[src/rtl/ecap_walker_pkg.sv]
package ecap_walker_pkg;

   localparam int WORD_W = 32;
   localparam int PTR_W  = 12;

   typedef struct packed {
      logic [PTR_W-1:0] next_ptr;
      logic [3:0]       version;
      logic [15:0]      cap_id;
   } cap_hdr_t;

   typedef struct packed {
      logic [PTR_W-1:0] length;
      logic [3:0]       revision;
      logic [15:0]      sub_id;
   } vsec_hdr_t;

   typedef enum logic [1:0] {
      ST_IDLE  = 2'd0,
      ST_CHECK = 2'd1,
      ST_HDR   = 2'd2,
      ST_VSEC  = 2'd3
   } walk_state_e;

endpackage

[src/rtl/ecap_rd_port.sv]
module ecap_rd_port #(
   parameter int OFS_W  = 12,
   parameter int DATA_W = 32
) (
   input  logic              clk,
   input  logic              rst_n,
   input  logic              issue_i,
   input  logic [OFS_W-1:0]  issue_addr_i,
   output logic              rsp_valid_o,
   output logic [DATA_W-1:0] rsp_data_o,
   output logic              rd_req_o,
   output logic [OFS_W-1:0]  rd_addr_o,
   input  logic              rd_ack_i,
   input  logic [DATA_W-1:0] rd_data_i
);

   logic              req_q;
   logic [OFS_W-1:0]  addr_q;
   logic              vld_q;
   logic [DATA_W-1:0] data_q;

   always_ff @(posedge clk or negedge rst_n) begin
      if (!rst_n) begin
         req_q  <= 1'b0;
         addr_q <= '0;
         vld_q  <= 1'b0;
         data_q <= '0;
      end else begin
         vld_q <= 1'b0;
         if (req_q && rd_ack_i) begin
            req_q  <= 1'b0;
            vld_q  <= 1'b1;
            data_q <= rd_data_i;
         end else if (issue_i && !req_q) begin
            req_q  <= 1'b1;
            addr_q <= issue_addr_i;
         end
      end
   end

   assign rd_req_o    = req_q;
   assign rd_addr_o   = addr_q;
   assign rsp_valid_o = vld_q;
   assign rsp_data_o  = data_q;

   AST_REQ_HOLD: assert property (@(posedge clk) disable iff (!rst_n)
      (rd_req_o && !rd_ack_i) |=> (rd_req_o && $stable(rd_addr_o)))
      else $error("request dropped or address moved before acknowledge");
   AST_ONE_OUTSTANDING: assert property (@(posedge clk) disable iff (!rst_n)
      issue_i |-> !rd_req_o)
      else $error("new read issued while one is outstanding");
   AST_REQ_DROP: assert property (@(posedge clk) disable iff (!rst_n)
      (rd_req_o && rd_ack_i) |=> (!rd_req_o && rsp_valid_o))
      else $error("request not retired after acknowledge");

endmodule

[src/rtl/ecap_hdr_decode.sv]
module ecap_hdr_decode
   import ecap_walker_pkg::*;
#(
   parameter logic [15:0]      VNDR_CAP_ID = 16'h000B,
   parameter logic [15:0]      TGT_SUB_ID  = 16'h0008,
   parameter logic [PTR_W-1:0] TGT_LEN     = 12'h020
) (
   input  logic [WORD_W-1:0] word_i,
   output logic              is_vndr_o,
   output logic [PTR_W-1:0]  next_ptr_o,
   output logic              vsec_match_o
);

   cap_hdr_t  cap_w;
   vsec_hdr_t vsec_w;

   assign cap_w  = cap_hdr_t'(word_i);
   assign vsec_w = vsec_hdr_t'(word_i);

   assign is_vndr_o    = (cap_w.cap_id == VNDR_CAP_ID);
   assign next_ptr_o   = cap_w.next_ptr;
   assign vsec_match_o = (vsec_w.sub_id == TGT_SUB_ID) && (vsec_w.length == TGT_LEN);

endmodule

[src/rtl/ecap_bounds.sv]
module ecap_bounds #(
   parameter int OFS_W       = 12,
   parameter int SPACE_BYTES = 4096,
   parameter int LIST_BASE   = 256,
   parameter int CAP_BYTES   = 32
) (
   input  logic [OFS_W-1:0] ofs_i,
   output logic             walk_ok_o,
   output logic             sub_ok_o,
   output logic             found_ok_o
);

   localparam int XW = OFS_W + 1;
   localparam logic [XW-1:0] WALK_MAX  = XW'(SPACE_BYTES - 4);
   localparam logic [XW-1:0] SUB_MAX   = XW'(SPACE_BYTES - 8);
   localparam logic [XW-1:0] FOUND_MAX = XW'(SPACE_BYTES - CAP_BYTES);

   logic [XW-1:0] ofs_x;
   logic          low_ok;

   assign ofs_x = {1'b0, ofs_i};

   generate
      if (LIST_BASE == 0) begin : g_no_floor
         assign low_ok = 1'b1;
      end else begin : g_floor
         localparam logic [XW-1:0] FLOOR = XW'(LIST_BASE);
         assign low_ok = (ofs_x >= FLOOR);
      end
   endgenerate

   assign walk_ok_o  = low_ok && (ofs_x <= WALK_MAX);
   assign sub_ok_o   = (ofs_x <= SUB_MAX);
   assign found_ok_o = low_ok && (ofs_x <= FOUND_MAX);

endmodule

[src/rtl/ecap_walker.sv]
module ecap_walker
   import ecap_walker_pkg::*;
#(
   parameter int               SPACE_BYTES = 4096,
   parameter int               LIST_BASE   = 256,
   parameter logic [15:0]      VNDR_CAP_ID = 16'h000B,
   parameter logic [15:0]      TGT_SUB_ID  = 16'h0008,
   parameter logic [PTR_W-1:0] TGT_LEN     = 12'h020,
   localparam int              OFS_W       = $clog2(SPACE_BYTES)
) (
   input  logic              clk,
   input  logic              rst_n,
   input  logic              start_i,
   output logic              busy_o,
   output logic              done_o,
   output logic              found_o,
   output logic [OFS_W-1:0]  cap_ofs_o,
   output logic              rd_req_o,
   output logic [OFS_W-1:0]  rd_addr_o,
   input  logic              rd_ack_i,
   input  logic [WORD_W-1:0] rd_data_i
);

   localparam int CAP_BYTES = int'(TGT_LEN);
   localparam logic [OFS_W-1:0] BASE_OFS = OFS_W'(LIST_BASE);
   localparam logic [OFS_W-1:0] SUB_STEP = OFS_W'(4);

   generate
      if (SPACE_BYTES != (1 << OFS_W)) begin : g_bad_space
         $error("SPACE_BYTES must be a power of two");
      end
      if (OFS_W < PTR_W) begin : g_bad_ptr
         $error("space too small for the next-pointer field");
      end
      if (LIST_BASE > SPACE_BYTES - 4) begin : g_bad_base
         $error("LIST_BASE lies outside the space");
      end
      if (CAP_BYTES < 8 || CAP_BYTES > SPACE_BYTES - LIST_BASE) begin : g_bad_len
         $error("TGT_LEN does not fit the extended space");
      end
   endgenerate

   walk_state_e       state_q;
   logic [OFS_W-1:0]  cur_q;
   logic [PTR_W-1:0]  nxt_q;
   logic              found_q;
   logic [OFS_W-1:0]  ofs_q;
   logic              done_q;

   logic              issue;
   logic [OFS_W-1:0]  issue_addr;
   logic              rsp_valid;
   logic [WORD_W-1:0] rsp_data;
   logic              is_vndr;
   logic [PTR_W-1:0]  next_ptr;
   logic              vsec_match;
   logic              walk_ok;
   logic              sub_ok;
   logic              found_ok;

   ecap_rd_port #(
      .OFS_W  (OFS_W),
      .DATA_W (WORD_W)
   ) u_rd_port (
      .clk          (clk),
      .rst_n        (rst_n),
      .issue_i      (issue),
      .issue_addr_i (issue_addr),
      .rsp_valid_o  (rsp_valid),
      .rsp_data_o   (rsp_data),
      .rd_req_o     (rd_req_o),
      .rd_addr_o    (rd_addr_o),
      .rd_ack_i     (rd_ack_i),
      .rd_data_i    (rd_data_i)
   );

   ecap_hdr_decode #(
      .VNDR_CAP_ID (VNDR_CAP_ID),
      .TGT_SUB_ID  (TGT_SUB_ID),
      .TGT_LEN     (TGT_LEN)
   ) u_decode (
      .word_i       (rsp_data),
      .is_vndr_o    (is_vndr),
      .next_ptr_o   (next_ptr),
      .vsec_match_o (vsec_match)
   );

   ecap_bounds #(
      .OFS_W       (OFS_W),
      .SPACE_BYTES (SPACE_BYTES),
      .LIST_BASE   (LIST_BASE),
      .CAP_BYTES   (CAP_BYTES)
   ) u_bounds (
      .ofs_i      (cur_q),
      .walk_ok_o  (walk_ok),
      .sub_ok_o   (sub_ok),
      .found_ok_o (found_ok)
   );

   always_comb begin
      issue      = 1'b0;
      issue_addr = cur_q;
      if (state_q == ST_CHECK && walk_ok) begin
         issue = 1'b1;
      end else if (state_q == ST_HDR && rsp_valid && is_vndr && sub_ok) begin
         issue      = 1'b1;
         issue_addr = cur_q + SUB_STEP;
      end
   end

   always_ff @(posedge clk or negedge rst_n) begin
      if (!rst_n) begin
         state_q <= ST_IDLE;
         cur_q   <= '0;
         nxt_q   <= '0;
         found_q <= 1'b0;
         ofs_q   <= '0;
         done_q  <= 1'b0;
      end else begin
         done_q <= 1'b0;
         unique case (state_q)
            ST_IDLE: begin
               if (start_i) begin
                  cur_q   <= BASE_OFS;
                  found_q <= 1'b0;
                  ofs_q   <= '0;
                  state_q <= ST_CHECK;
               end
            end
            ST_CHECK: begin
               if (walk_ok) begin
                  state_q <= ST_HDR;
               end else begin
                  state_q <= ST_IDLE;
                  done_q  <= 1'b1;
               end
            end
            ST_HDR: begin
               if (rsp_valid) begin
                  if (!is_vndr) begin
                     cur_q   <= OFS_W'(next_ptr);
                     state_q <= ST_CHECK;
                  end else if (sub_ok) begin
                     nxt_q   <= next_ptr;
                     state_q <= ST_VSEC;
                  end else begin
                     state_q <= ST_IDLE;
                     done_q  <= 1'b1;
                  end
               end
            end
            ST_VSEC: begin
               if (rsp_valid) begin
                  if (vsec_match) begin
                     state_q <= ST_IDLE;
                     done_q  <= 1'b1;
                     found_q <= found_ok;
                     ofs_q   <= found_ok ? cur_q : '0;
                  end else begin
                     cur_q   <= OFS_W'(nxt_q);
                     state_q <= ST_CHECK;
                  end
               end
            end
            default: state_q <= ST_IDLE;
         endcase
      end
   end

   assign busy_o    = (state_q != ST_IDLE);
   assign done_o    = done_q;
   assign found_o   = found_q;
   assign cap_ofs_o = ofs_q;

   AST_DONE_PULSE: assert property (@(posedge clk) disable iff (!rst_n)
      done_o |=> !done_o)
      else $error("done held longer than one cycle");
   AST_DONE_NOT_BUSY: assert property (@(posedge clk) disable iff (!rst_n)
      done_o |-> !busy_o)
      else $error("done while still busy");
   AST_RESULT_HOLD: assert property (@(posedge clk) disable iff (!rst_n)
      (!busy_o && !start_i) |=> ($stable(found_o) && $stable(cap_ofs_o)))
      else $error("result changed while idle");
   AST_FOUND_WINDOW: assert property (@(posedge clk) disable iff (!rst_n)
      found_o |-> (int'(cap_ofs_o) >= LIST_BASE && int'(cap_ofs_o) <= SPACE_BYTES - CAP_BYTES))
      else $error("found offset outside window");
   AST_READ_IN_SPACE: assert property (@(posedge clk) disable iff (!rst_n)
      rd_req_o |-> (int'(rd_addr_o) <= SPACE_BYTES - 4))
      else $error("read beyond the space");
   AST_IDLE_NO_REQ: assert property (@(posedge clk) disable iff (!rst_n)
      !busy_o |-> !rd_req_o)
      else $error("read request while idle");

endmodule

[config.mk]
export PLATFORM = sky130hd
export DESIGN_NAME = ecap_walker
export DESIGN_NICKNAME = d
export VERILOG_FILES = /design/src/rtl/ecap_walker_pkg.sv /design/src/rtl/ecap_rd_port.sv /design/src/rtl/ecap_hdr_decode.sv /design/src/rtl/ecap_bounds.sv /design/src/rtl/ecap_walker.sv
export SDC_FILE = /design/constraint.sdc
export NUM_CORES = 1
export LEC_CHECK = 0
export BUFFER_PORTS_ARGS = -buffer_cell sky130_fd_sc_hd__buf_4
export CAP_MARGIN = 20
export CORE_ASPECT_RATIO = 1.75
export CORE_MARGIN = 5
export CORE_UTILIZATION = 35
export DETAILED_ROUTE_END_ITERATION = 7
export PLACE_DENSITY = 0.64
export SLEW_MARGIN = 20
export SYNTH_ARGS = -nofsm -noshare
export SYNTH_HDL_FRONTEND = slang
export SYNTH_SLANG_ARGS = --single-unit
export TNS_END_PERCENT = 30
[constraint.sdc]
create_clock -name clk -period 3.3 [get_ports clk]
set_input_delay 0 -clock clk [delete_from_list [all_inputs] [get_ports clk]]
set_output_delay 0 -clock clk [all_outputs]
set_load 0.03 [all_outputs]
After elaboration in Yosys (flattened, before gate mapping)
Index checks and enable logic that the tools add are counted.
{"block": "totals", "regBits": 86, "inputBits": 36, "output_inout_bits": 28, "wordCells": 85}
{"block": "op_classes", "add_sub_neg": 1, "magnitude_cmp": 4, "n_eq_ne": 12, "n_mux": 37, "bitwise": 1, "n_reduce_logical": 20}
{"cell": "two-way mux 12 bit", "n": 11}
{"cell": "<= comparator 12 bit (second input constant)", "n": 3}
{"cell": "one-hot mux 12 bit (3 select lines)", "n": 1}
{"cell": "equality test 16 x 4 -> 1 bit (second input constant)", "n": 2}
{"cell": "one-hot mux 12 bit (2 select lines)", "n": 1}
{"cell": "two-way mux 1 bit", "n": 15}
{"cell": "adder 12 x 3 -> 12 bit (second input constant)", "n": 1}
{"cell": "equality test 12 x 6 -> 1 bit (second input constant)", "n": 1}
{"cell": ">= comparator 12 x 9 -> 1 bit (second input constant)", "n": 1}
{"cell": "two-way mux 2 bit", "n": 6}
{"cell": "logical AND 1 bit", "n": 9}
{"cell": "one-hot mux 2 bit (4 select lines)", "n": 1}
{"cell": "AND reduction 4 bit", "n": 2}
{"cell": "inequality test 2 x 1 -> 1 bit (second input constant)", "n": 3}
{"cell": "inequality test 2 bit (second input constant)", "n": 3}
{"cell": "AND reduction 6 bit", "n": 1}
{"cell": "nonzero test 2 bit", "n": 3}
{"cell": "equality test 2 bit (second input constant)", "n": 2}
{"cell": "one-hot mux 1 bit (3 select lines)", "n": 1}
{"cell": "AND reduction 3 bit", "n": 1}
{"cell": "nonzero test 3 bit", "n": 1}
{"cell": "equality test 2 x 1 -> 1 bit (second input constant)", "n": 1}
{"cell": "logical NOT 2 bit", "n": 1}
{"cell": "one-hot mux 1 bit (2 select lines)", "n": 1}
{"cell": "other kinds (3)", "n": 3}

Longest topological paths before layout
{"block": "logic_depth", "depth_word": 9, "ltp_mapped": 8, "ltp_nobuf": 6}

Hierarchy
From an unflattened synthesis, not the netlist that was laid out.
{"block": "unflattened", "hier_cells": 308, "area_unflattened_um2": 3987.6}
{"module": "ecap_walker", "instances": 1, "cells_per_inst": 174, "area_per_inst_um2": 1916.8, "seq_area_each_um2": 1001.0}
{"module": "ecap_rd_port", "instances": 1, "cells_per_inst": 99, "area_per_inst_um2": 1826.8, "seq_area_each_um2": 1151.1}
{"module": "ecap_hdr_decode", "instances": 1, "cells_per_inst": 25, "area_per_inst_um2": 182.7, "seq_area_each_um2": 0.0}
{"module": "ecap_bounds", "instances": 1, "cells_per_inst": 10, "area_per_inst_um2": 61.3, "seq_area_each_um2": 0.0}

Worst setup path before layout
OpenSTA, ideal clock, no wires.
{"block": "synth_timing", "kind": "reg-to-reg", "from": "register u_rd_port.data_q[2] (netlist: u_rd_port.rsp_data_o[2])", "to": "register nxt_q[0]", "arrival_time_ps": 1911, "t_required_ps": 3172, "setup_slack_ps": 1262, "path_stages_with_launch": 7, "synth_period_minus_slack_ps": 2038, "cell_sequence": "dfrtp_1 nor4b_1 nand4_1 buf_2 nor4_4 buf_4 mux2_1"}
{"block": "synth_via", "elab_chain_len": 2}
{"item": "start: declaration", "line_no": "ecap_rd_port.sv:20", "rtl": "logic [DATA_W-1:0] data_q;"}
{"item": "start signal: assignment", "line_no": "ecap_rd_port.sv:33", "rtl": "data_q <= rd_data_i;"}
{"item": "equality test 16 x 4 -> 1 bit", "line_no": "ecap_hdr_decode.sv:20", "rtl": "assign is_vndr_o = (cap_w.cap_id == VNDR_CAP_ID);"}
{"item": "AND reduction 4 bit (no source line)"}
{"item": "end signal: assignment", "line_no": "ecap_walker.sv:144", "rtl": "nxt_q <= next_ptr;"}
{"item": "end: declaration", "line_no": "ecap_walker.sv:45", "rtl": "logic [PTR_W-1:0] nxt_q;"}
Every way passes these cells.
A chain may end at the register's enable or synchronous reset.

Worst setup path in the final report
{"block": "layout_timing", "from": "register cur_q[10]", "to": "register u_rd_port.addr_q[5] (netlist: u_rd_port.rd_addr_o[5])"}
{"block": "layout_via", "elab_chain_len": 6}
{"item": "start: declaration", "line_no": "ecap_walker.sv:44", "rtl": "logic [OFS_W-1:0] cur_q;"}
{"item": "start signal: assignment", "line_no": "ecap_walker.sv:141", "rtl": "cur_q <= OFS_W'(next_ptr);"}
{"item": "start signal: assignment", "line_no": "ecap_walker.sv:160", "rtl": "cur_q <= OFS_W'(nxt_q);"}
{"item": "<= comparator 12 bit (tied with other cells)", "line_no": "ecap_bounds.sv:33", "rtl": "assign sub_ok_o = (ofs_x <= SUB_MAX);"}
{"item": "logical AND 1 bit, on equally long branches", "line_no": "ecap_walker.sv:105, ecap_bounds.sv:32"}
{"item": "two-way mux 1 bit / logical AND 1 bit (equally long branches)", "line_no": "ecap_walker.sv:105, ecap_walker.sv:103"}
{"item": "two-way mux 1 bit", "line_no": "ecap_walker.sv:103", "rtl": "if (state_q == ST_CHECK && walk_ok) begin"}
{"item": "logical AND 1 bit", "line_no": "ecap_rd_port.sv:34", "rtl": "end else if (issue_i && !req_q) begin"}
{"item": "AND reduction 2 bit (no source line)"}
{"item": "end signal: assignment", "line_no": "ecap_rd_port.sv:36", "rtl": "addr_q <= issue_addr_i;"}
{"item": "end: declaration", "line_no": "ecap_rd_port.sv:18", "rtl": "logic [OFS_W-1:0] addr_q;"}
Several ways; a longest one is shown, not always the timed one.

==> impl_metrics.env <==
export IMPL_regArea_mm2=0.00205
export IMPL_r2r_slack_ps=930
export IMPL_root_buffer="clkbuf_16"
export IMPL_num_antenna_cells=0
export IMPL_maxSlewViolCount=0
export IMPL_tns_ps=0
export IMPL_synth_commonest_cells="dfrtp_1, mux2_1, mux2_2"
export IMPL_wire_per_inst_um=15.8
export IMPL_syn2layout_area_growth_pct=33.7
export IMPL_swShare_pct=31.7
export IMPL_gr_usage_all_layers_pct=13.8
export IMPL_synth_most_common_cell="dfrtp_1"
export IMPL_clk_latency_ps=340
export IMPL_via_per_inst=4.99
export IMPL_ios=64
export IMPL_synthesis_nets=322
export IMPL_antenna_found_initial=0
export IMPL_place_area_mm2=0.00433
export IMPL_rr_startpoint="cur_q[10]$_DFFE_PN0P_"
export IMPL_crit_chain="or4_1 > o31ai_1 > nor3_1 > buf_4 > o21ai_4 > mux2_1"
export IMPL_internal_power_w=0.00260
export IMPL_ant_nets=0
export IMPL_critPathKind="reg -> reg"
export IMPL_syn_instance_count=284
export IMPL_async_flop_share_pct=100
export IMPL_cp_max_fo=13
export IMPL_h_tree_depth=3
export IMPL_cts_tree="done"
export IMPL_fp_dieH_um=147
export IMPL_synth_distinct_cells=44
export IMPL_drive_above_1_share_pct=32.4
export IMPL_clockBufferDepth=2
export IMPL_synth_edf_count=0
export IMPL_power_density_mw_per_mm2=761
export IMPL_cts_sinks=82
export IMPL_fill_cells=951
export IMPL_port_buffer_count=59
export IMPL_cts_buffers=9
export IMPL_gr_total_overflow=0
export IMPL_ir_drop_mv=0.466
export IMPL_dp_hpwl_um=5870
export IMPL_ys_flop_type="dfrtp_1"
export IMPL_hold_path_class="in -> reg"
export IMPL_switchingPower_w=0.00120
export IMPL_netlist_top_cells_area="dfrtp_1, mux2_1, mux2_2"
export IMPL_cp_top_family="simple AND/OR/NAND/NOR gates"
export IMPL_grt_pass1_vias=2841
export IMPL_slew_headroom_pct=50.2
export IMPL_final_area_mm2=0.00499
export IMPL_arrival_ps=2580
export IMPL_cap_violations=0
export IMPL_total_power_w=0.00380
export IMPL_setup_viol=0
export IMPL_path_clk_slew_ps=60
export IMPL_fin_crit_ps=2370
export IMPL_worstSetupStartpoint="cur_q[10]$_DFFE_PN0P_"
export IMPL_required_ps=3510
export IMPL_max_stage_delay_ps=630
export IMPL_max_freq_ghz=0.422
export IMPL_post_place_cells=467
export IMPL_vias=2559
export IMPL_hold_viol=0
export IMPL_routed_wirelength_um=8120
export IMPL_grt_max_degree=83
export IMPL_grt_pass1_wl_um=13800
export IMPL_synth_seq_cells=82
export IMPL_crit_cells=6
export IMPL_power_frac_seq_pct=41.9
export IMPL_yosysWarnings=0
export IMPL_post_cts_setup_buffers=0
export IMPL_cp_buffers_inverters=1
export IMPL_drc=0
export IMPL_rsz0062_at_grt="false"
export IMPL_combPwrFrac_pct=27.7
export IMPL_end_kind="flip-flop"
export IMPL_synth_top_cell_area_share_pct=54.9
export IMPL_start_kind="flip-flop"
export IMPL_gp_congestion=0.854
export IMPL_p_leak_nw=2.37
export IMPL_final_cells=513
export IMPL_die_area_mm2=0.0129
export IMPL_core_area_mm2=0.0106
export IMPL_num_nets_final=416
export IMPL_multiInputGateArea_mm2=0.00158
export IMPL_synth_area_mm2=0.00373
export IMPL_skew_ps=8.54
export IMPL_cts_resized=0
export IMPL_rows=50
export IMPL_endpoint="u_rd_port.rd_addr_o[5]$_DFFE_PN0P_"
export IMPL_r2r_cells=6
export IMPL_drt_pass1_iterations=4
export IMPL_synth_area_per_cell_um2=13.2
export IMPL_synth_seq_area_share_pct=54.9
export IMPL_die_w_um=88.1
export IMPL_worstMarginPinSlew_ps=746
export IMPL_critPathSlowestCell="or4_1"
export IMPL_reg2reg_to="u_rd_port.rd_addr_o[5]$_DFFE_PN0P_"
export IMPL_period_share_pct=71.7
export IMPL_start_util_pct=35.3
export IMPL_power_frac_clock_pct=30.4
export IMPL_synth_area_leader_cell="dfrtp_1"
export IMPL_outcome="finished clean"
export IMPL_hold_start="start_i"
export IMPL_drt_initial_drc_count=85
[cell type report]
type | count | area share, %
Timing Repair Buffer | 98 | 16.3
Tap cell | 130 | 3.26
Clock buffer | 10 | 4.78
Multi-Input combinational cell | 177 | 31.5
Sequential cell | 82 | 41.1
Clock inverter | 6 | 2.28
Inverter | 10 | 0.752
[per-layer routing]
| metal | track usage (%) | routed length, um | up-vias |
|---|---|---|---|
| li1 | - | - | 1225 |
| met1 | 14.7 | 3040 | 1250 |
| met2 | 24.1 | 4410 | 62 |
| met3 | 3.22 | 343 | 22 |
| met4 | 7.94 | 320 | 0 |
| met5 | 0 | 0 | - |
[cells by family (layout without fill, tap and decap cells)]
| kind of cell | Yosys count | count (layout) | synth area share [%] |
|---|---|---|---|
| adder cells (fa/ha/maj) | 2 | 2 | 0.670 |
| AO/OA/AOI/OAI | 31 | 31 | 6.63 |
| XOR/XNOR | 8 | 8 | 1.88 |
| AND/OR/NAND/NOR | 60 | 60 | 10.4 |
| buffers and inverters | 25 | 124 | 2.98 |
| flip-flops | 82 | 82 | 54.9 |
| multiplexers | 76 | 76 | 22.5 |
[state kept, by name (all words and copies together) (netlist names)]
signal,cells
cap_ofs_o,12
cur_q,12
done_o,1
found_o,1
nxt_q,12
state_q,2
u_rd_port.rd_addr_o,12
u_rd_port.rd_req_o,1
u_rd_port.rsp_data_o,28
u_rd_port.rsp_valid_o,1
[worst min-delay path by stage]
stage                                      to  slack [ps]  depth (start not counted)
6_report               state_q[0]$_DFFE_PN0P_          20                          3
5_1_grt                state_q[0]$_DFFE_PN0P_          10                          3
4_1_cts                state_q[0]$_DFFE_PN0P_         0.7                          3
3_5_place_dp   u_rd_port.rd_req_o$_DFFE_PN0P_         200                          2
3_3_place_gp   u_rd_port.rd_req_o$_DFFE_PN0P_         190                          2
2_1_floorplan        cap_ofs_o[0]$_DFFE_PN0P_        -300                          0
[layout by cell type (no fill, tap or decap), types with 2 or more instances in the layout]
master,instances
xnor2_1,2
or4_1,2
xor2_1,6
nor2b_1,8
clkinvlp_4,2
nand3_1,4
ha_1,2
o211ai_1,2
a22o_1,13
a21o_1,2
inv_1,9
mux2_2,31
bufinv_16,3
nand2_1,13
nand4_1,3
o31ai_1,3
buf_4,67
nor4_4,2
dlygate4sd3_1,30
nor4_1,10
mux2_1,32
a21oi_1,3
dfrtp_1,82
nor2_1,6
clkbuf_16,9
mux2i_1,13
nor3_1,4
[metrics by stage]
step                hold WS (ps)  util, %  setup slack, ps
finish                      17.7     47.2              933
global route                12.5     47.2              774
CTS                        0.747     47.2              928
detailed placement           196     41.0              927
global placement             188     41.0              996
floorplan                   -296        -             1260
[power by group through the flow]
stage / clock network (W) / logic [W] / registers [W]
2_1_floorplan: 0 / 0.000672 / 0.00161
3_3_place_gp: 0 / 0.00101 / 0.00160
3_5_place_dp: 0 / 0.00104 / 0.00162
4_1_cts: 0.00118 / 0.00107 / 0.00160
5_1_grt: 0.00122 / 0.00116 / 0.00164
6_report: 0.00115 / 0.00105 / 0.00159
[worst reg2reg max path, delay by kind of cell (launching register included)]
family          cells  cell delay, ps
mux                 1             370
buf+inv             1             170
simple gates        2             710
flops               1             440
compound gates      2             560
[what timing repair did]
action	CTS	global route
hold endpoints to repair	111	0
endpoints found under the setup margin	0	0
hold buffers	30	0
No activity file was read; power rests on OpenSTA's default activity.
